## src/rtl/bfu_pkg.sv

```systemverilog
package bfu_pkg;
  typedef enum logic [3:0] {
    BF_UEXT  = 4'd0,
    BF_SEXT  = 4'd1,
    BF_INS   = 4'd2,
    BF_REV   = 4'd3,
    BF_CNT   = 4'd4,
    BF_LOW   = 4'd5,
    BF_HIGH  = 4'd6,
    BF_SHIGH = 4'd7
  } bf_op_e;
endpackage

```

## src/rtl/bfu_extract.sv

```systemverilog
module bfu_extract #(
  parameter int DATA_W = 32,
  parameter int SH_W   = $clog2(DATA_W)
) (
  input  logic [DATA_W-1:0] value_i,
  input  logic [SH_W-1:0]   off_i,
  input  logic [SH_W-1:0]   wid_i,
  input  logic              sext_i,
  output logic [DATA_W-1:0] res_o
);
  localparam logic [SH_W:0] FULL = (SH_W+1)'(DATA_W);

  logic [SH_W:0]       span;
  logic [SH_W:0]       lsh_amt;
  logic [SH_W:0]       rsh_amt;
  logic [DATA_W-1:0]   lsh;

  always_comb begin
    span    = {1'b0, off_i} + {1'b0, wid_i};
    lsh_amt = FULL - span;
    rsh_amt = FULL - {1'b0, wid_i};
    lsh     = value_i << lsh_amt;
    if (wid_i == '0) begin
      res_o = '0;
    end else if (span < FULL) begin
      // field lands at MSB, then shifts back down with or without sign fill
      res_o = sext_i ? DATA_W'($signed(lsh) >>> rsh_amt) : (lsh >> rsh_amt);
    end else begin
      res_o = sext_i ? DATA_W'($signed(value_i) >>> off_i) : (value_i >> off_i);
    end
  end
endmodule

```

## src/rtl/bfu_insert.sv

```systemverilog
module bfu_insert #(
  parameter int DATA_W = 32,
  parameter int SH_W   = $clog2(DATA_W)
) (
  input  logic [DATA_W-1:0] base_i,
  input  logic [DATA_W-1:0] ins_i,
  input  logic [SH_W-1:0]   off_i,
  input  logic [SH_W-1:0]   wid_i,
  output logic [DATA_W-1:0] res_o
);
  logic [DATA_W-1:0] mask;

  always_comb begin
    mask  = ((DATA_W'(1) << wid_i) - DATA_W'(1)) << off_i;
    res_o = ((ins_i << off_i) & mask) | (base_i & ~mask);
  end
endmodule

```

## src/rtl/bfu_scan.sv

```systemverilog
module bfu_scan #(
  parameter int DATA_W = 32,
  parameter int CNT_W  = $clog2(DATA_W) + 1
) (
  input  logic [DATA_W-1:0] value_i,
  output logic [DATA_W-1:0] rev_o,
  output logic [CNT_W-1:0]  cnt_o,
  output logic [DATA_W-1:0] low_o,
  output logic [DATA_W-1:0] high_o,
  output logic [DATA_W-1:0] shigh_o
);
  function automatic logic [DATA_W-1:0] top_one(input logic [DATA_W-1:0] v);
    logic [DATA_W-1:0] r;
    r = '1;
    for (int i = 0; i < DATA_W; i++) begin
      if (v[i]) r = DATA_W'(i);
    end
    return r;
  endfunction

  for (genvar g = 0; g < DATA_W; g++) begin : g_rev
    assign rev_o[g] = value_i[DATA_W-1-g];
  end

  logic [DATA_W-1:0] folded;

  always_comb begin
    cnt_o = '0;
    low_o = '1;
    for (int i = DATA_W-1; i >= 0; i--) begin
      cnt_o = cnt_o + CNT_W'(value_i[i]);
      if (value_i[i]) low_o = DATA_W'(i);
    end
    high_o  = top_one(value_i);
    // fold by sign: the top differing bit becomes the top one
    folded  = value_i ^ {DATA_W{value_i[DATA_W-1]}};
    shigh_o = top_one(folded);
  end
endmodule

```

## src/rtl/bfu_top.sv

```systemverilog
module bfu_top
  import bfu_pkg::*;
#(
  parameter int DATA_W  = 32,
  parameter bit OUT_REG = 1'b1
) (
  input  logic              clk_i,
  input  logic              rst_ni,
  input  logic [3:0]        op_i,
  input  logic [DATA_W-1:0] value_i,
  input  logic [DATA_W-1:0] insert_i,
  input  logic [DATA_W-1:0] offset_i,
  input  logic [DATA_W-1:0] bits_i,
  output logic [DATA_W-1:0] result_o
);
  localparam int SH_W  = $clog2(DATA_W);
  localparam int CNT_W = SH_W + 1;

  logic [SH_W-1:0]   off_m, wid_m;
  logic              unused_hi;
  logic [DATA_W-1:0] uext_res, sext_res, ins_res;
  logic [DATA_W-1:0] rev_res, low_res, high_res, shigh_res;
  logic [CNT_W-1:0]  cnt_res;
  logic [DATA_W-1:0] res_d;

  assign off_m     = offset_i[SH_W-1:0];
  assign wid_m     = bits_i[SH_W-1:0];
  assign unused_hi = ^{offset_i[DATA_W-1:SH_W], bits_i[DATA_W-1:SH_W]};

  bfu_extract #(.DATA_W(DATA_W), .SH_W(SH_W)) u_uext (
    .value_i(value_i), .off_i(off_m), .wid_i(wid_m), .sext_i(1'b0), .res_o(uext_res)
  );

  bfu_extract #(.DATA_W(DATA_W), .SH_W(SH_W)) u_sext (
    .value_i(value_i), .off_i(off_m), .wid_i(wid_m), .sext_i(1'b1), .res_o(sext_res)
  );

  bfu_insert #(.DATA_W(DATA_W), .SH_W(SH_W)) u_ins (
    .base_i(value_i), .ins_i(insert_i), .off_i(off_m), .wid_i(wid_m), .res_o(ins_res)
  );

  bfu_scan #(.DATA_W(DATA_W), .CNT_W(CNT_W)) u_scan (
    .value_i(value_i), .rev_o(rev_res), .cnt_o(cnt_res),
    .low_o(low_res), .high_o(high_res), .shigh_o(shigh_res)
  );

  always_comb begin
    case (op_i)
      BF_UEXT:  res_d = uext_res;
      BF_SEXT:  res_d = sext_res;
      BF_INS:   res_d = ins_res;
      BF_REV:   res_d = rev_res;
      BF_CNT:   res_d = DATA_W'(cnt_res);
      BF_LOW:   res_d = low_res;
      BF_HIGH:  res_d = high_res;
      BF_SHIGH: res_d = shigh_res;
      default:  res_d = '0;
    endcase
  end

  if (OUT_REG) begin : g_oreg
    always_ff @(posedge clk_i or negedge rst_ni) begin
      if (!rst_ni) result_o <= '0;
      else         result_o <= res_d;
    end
  end else begin : g_comb
    assign result_o = res_d;
  end


  uext_width_chk: assert property (@(posedge clk_i) disable iff (!rst_ni)
    (wid_m != '0) |-> ((uext_res >> wid_m) == '0));


  sext_sign_chk: assert property (@(posedge clk_i) disable iff (!rst_ni)
    (wid_m != '0) |-> ((($signed(sext_res) >>> (wid_m - 1'b1)) == 0) ||
                       (($signed(sext_res) >>> (wid_m - 1'b1)) == -1)));


  ins_low_keep_chk: assert property (@(posedge clk_i) disable iff (!rst_ni)
    1'b1 |-> (((ins_res ^ value_i) & ((DATA_W'(1) << off_m) - DATA_W'(1))) == '0));


  cnt_range_chk: assert property (@(posedge clk_i) disable iff (!rst_ni)
    1'b1 |-> (cnt_res <= CNT_W'(DATA_W)));


  low_index_chk: assert property (@(posedge clk_i) disable iff (!rst_ni)
    (low_res != '1) |-> (value_i[low_res[SH_W-1:0]] &&
      ((value_i & ((DATA_W'(1) << low_res[SH_W-1:0]) - DATA_W'(1))) == '0)));


  high_index_chk: assert property (@(posedge clk_i) disable iff (!rst_ni)
    (high_res != '1) |-> value_i[high_res[SH_W-1:0]]);


  shigh_uniform_chk: assert property (@(posedge clk_i) disable iff (!rst_ni)
    ((value_i == '0) || (value_i == '1)) |-> (shigh_res == '1));
endmodule

```

## config.mk

```make
export PLATFORM = sky130hd
export DESIGN_NAME = bfu_top
export DESIGN_NICKNAME = d
export VERILOG_FILES = /design/src/rtl/bfu_pkg.sv /design/src/rtl/bfu_extract.sv /design/src/rtl/bfu_insert.sv /design/src/rtl/bfu_scan.sv /design/src/rtl/bfu_top.sv
export SDC_FILE = /design/constraint.sdc
export NUM_CORES = 1
export LEC_CHECK = 0
export BUFFER_PORTS_ARGS = -buffer_cell sky130_fd_sc_hd__buf_4
export CORE_ASPECT_RATIO = 0.8
export CORE_UTILIZATION = 30
export CTS_BUF_LIST = sky130_fd_sc_hd__clkbuf_4
export DETAILED_ROUTE_END_ITERATION = 16
export HOLD_SLACK_MARGIN = 0.1
export PLACE_DENSITY_LB_ADDON = 0.1
export SETUP_SLACK_MARGIN = 0.4
export SYNTH_ARGS = -nofsm -noshare
export SYNTH_HDL_FRONTEND = slang
export SYNTH_SLANG_ARGS = --single-unit
```

## constraint.sdc

```tcl
create_clock -name clk_i -period 0.8 [get_ports clk_i]
set_input_delay 0.16 -clock clk_i [delete_from_list [all_inputs] [get_ports clk_i]]
set_output_delay 0.16 -clock clk_i [all_outputs]
set_load 0.01 [all_outputs]
```

==> impl_metrics.tcl <==
set metrics [dict create \
    status "finished, violations left" \
    synth_top_area_share_pct 9.44 \
    final_cell_mix "buf_4 (894), nand2_1 (253), nor2_1 (184)" \
    p_seq_share_pct 4.8 \
    synth_edf_count 0 \
    cp.arrival_ns 5.28 \
    core_region_area_um2 50000 \
    initial_utilization_pct 30.6 \
    dp_hpwl_um 83600 \
    grt_max_degree 82 \
    vias_per_cell 6.22 \
    routedWlPerCell_um 28.2 \
    reg.largest.list "result_o x32" \
    p_leak_nw 10.8 \
    use_met1_pct 58.6 \
    setup_ws_ns -4.20 \
    htree_levels 2 \
    antenna_found_initial 4 \
    synth-seq-cells 32 \
    hp-class "input port to asynchronous set/reset pin" \
    clock_power_share_pct 3.4 \
    cts_tree "built" \
    drcViolationCount 0 \
    antenna_left 0 \
    slew_violations 0 \
    maxSlewHeadroom_pct 36.0 \
    avgSynthCellArea_um2 6.89 \
    finalSetupViolCount 64 \
    clock_sinks 32 \
    post-route-period-util_pct 625 \
    internal-power_mw 22.0 \
    crit_path_end_kind "flop" \
    critical-path-top-delay-family "adder cells" \
    numCtsBuffers 5 \
    max_freq_mhz 200 \
    cp.buffers_inverters 4 \
    synth_cells 2216 \
    switchingPower_mw 21.7 \
    vdd_drop_max_mv 1.53 \
    cap_violations 0 \
    crit_fanout 2 \
    crit_chain "buf_12 -> inv_12 -> ha_4 -> inv_4 -> fa_1 -> fa_1 -> fa_1 -> fa_1 -> fa_1 -> fa_1 -> fa_2 -> fa_2 -> inv_2 -> a21o_1 -> a21oi_2 -> xnor2_1 -> a211oi_1 -> o21ai_1 -> a221oi_2 -> o211ai_1" \
    synth_area_leaders "mux4_2 (9.4%), mux2i_1 (8.9%), nand2_1 (6.4%)" \
    num_rows 73 \
    vias 22900 \
    grt.overflow.total 0 \
    grt_setup_unrepaired "true" \
    violations "hold timing, setup timing" \
    netlist.top_cell.by_area "mux4_2" \
    io_buffers 111 \
    critPathLaunchType "input port" \
    grt.busiest_layer "met1" \
    synth_async_sr_flop_share_pct 100 \
    crit_type "input port to flop" \
    syn2layout_area_growth_pct 64.1 \
    largest_reg_flops 32 \
    gp_congestion 1.06 \
    ios 166 \
    crit_path_frequent_cell "fa_1" \
    firstDrtPassIters 6 \
    yosysWarnings 0 \
    grt_pass1_wl_um 149000 \
    top_register "result_o" \
    clockBufferDepth 2 \
    path_clk_slew_ns 0.16 \
    grtUsageMet3_pct 9.70 \
    drive_gt1_share_pct 46.3 \
    cp_slowest_stage_delay_ns 0.52 \
    p_sw_share_pct 49.6 \
    final_common_cell "buf_4" \
    powerDensity_nw_per_um2 1740 \
    power_frac_comb_pct 91.9 \
    cts_root_buffer "clkbuf_4" \
    ys.flop_type "dfrtp_1" \
    hold_viol 32 \
    die_y_um 204 \
    netlist_area_um2 15300 \
    worst_pin_slew_ns 0.960 \
    whs_ns -0.332 \
    synth_nets 2398 \
    grt_use_total_pct 39.2 \
    critPathSlowestCell "fa_1" \
    fin_nets 3184 \
    grt_util_met2_pct 55.1 \
    synth_cell_types 89 \
    drt_iter0_markers 2878 \
    grt_pass1_vias 21800 \
    wl_um 104000 \
    required_ns 1.08 \
    die_w_um 254 \
    final_util_pct 50.2 \
    period_needed_ns 5.00 \
    dieArea_um2 51800 \
    ys_seq_area_share_pct 5.25 \
]
-- cells in the mapped netlist, types with 13 or more instances --
cell / number
o21ai_0: 178
nor3_1: 72
o311ai_0: 16
a211oi_1: 48
nor2_1: 195
clkbuf_1: 175
or3_1: 16
xnor2_1: 13
o31ai_1: 22
mux4_2: 64
mux2i_1: 136
nor2b_1: 19
inv_1: 71
a21oi_1: 173
a221oi_1: 27
dfrtp_1: 32
and3_1: 19
o22ai_1: 25
buf_1: 17
nand2b_1: 26
fa_1: 25
a21o_1: 13
nor4_1: 20
buf_2: 20
and2_1: 24
o21a_1: 14
mux2_2: 56
ha_1: 23
o2111ai_1: 19
nand3_1: 66
o221ai_1: 26
nand2_1: 260
a31oi_1: 38
o211ai_1: 37
nand4_1: 23
-- logic make-up (layout without fill, tap and decap cells) --
group | Yosys count | in the layout | share of synthesized area, %
adder cells (fa/ha/maj) | 48 | 48 | 5.16
other | 0 | 2 | 0
AO/OA/AOI/OAI | 787 | 787 | 34.6
buffers and inverters | 296 | 1083 | 7.59
XOR/XNOR | 17 | 17 | 1.07
AND/OR/NAND/NOR | 780 | 780 | 23.8
multiplexers | 256 | 256 | 22.5
flip-flops | 32 | 32 | 5.25
-- power by group through the flow --
| stage | sequential (mW) | clock (mW) | combinational, mW |
|---|---|---|---|
| 6_report | 2.08 | 1.47 | 40.1 |
| 5_1_grt | 2.08 | 1.52 | 41.8 |
| 4_1_cts | 2.07 | 1.46 | 36.8 |
| 3_5_place_dp | 2.05 | 0 | 32.9 |
| 3_3_place_gp | 2.06 | 0 | 32.8 |
| 2_1_floorplan | 2.02 | 0 | 17.3 |
-- final timing paths --
| kind | start | end | slack [ns] | depth (start not counted) |
|---|---|---|---|---|
| worst min-delay path | rst_ni | result_o[27] | -0.33 | 1 |
| min in group clk_i | value_i[29] | result_o[29] | 0.42 | 4 |
| max in group asynchronous | rst_ni | result_o[22] | 0.75 | 1 |
| worst max-delay path | value_i[31] | result_o[4] | -4.20 | 20 |
-- repair_timing --
action	4_1_cts	5_1_grt
pin swaps	69	54
endpoints found under the hold margin	32	32
buffers inserted	44	24
gates cloned	0	0
gates resized for setup	266	82
endpoints found under the setup margin	64	64
-- area by class of cell --
| class | instances | area, um2 |
|---|---|---|
| multi-input combinational | 1888 | 15000 |
| antenna | 2 | 5.00 |
| inverter | 80 | 347 |
| clock inverter | 2 | 35.0 |
| fill | 5045 | 24900 |
| clock buffer | 6 | 45.0 |
| timing repair buffer | 995 | 7980 |
| sequential | 32 | 807 |
| tap | 675 | 845 |
-- routing by layer --
layer,vias up,routed length (um)
met3,202,13200
met2,1520,41300
met5,-,49
met1,11100,46200
met4,6,3110
li1,10100,-
-- stage by stage --
stage	cells	total power [mW]	worst slack, ns	TNS (ns)	instance area [um2]
6_report	3680	43.6	-4.20	-113.11	25100
5_1_grt	3679	45.4	-4.38	-117.00	25100
4_1_cts	3654	40.3	-4.21	-111.00	24400
3_5_place_dp	3602	34.9	-4.77	-121.97	22800
3_3_place_gp	3602	34.9	-4.69	-121.07	22800
2_1_floorplan	2216	19.3	-4.43	-97.30	15900
Power figures use the tool's default switching activity.
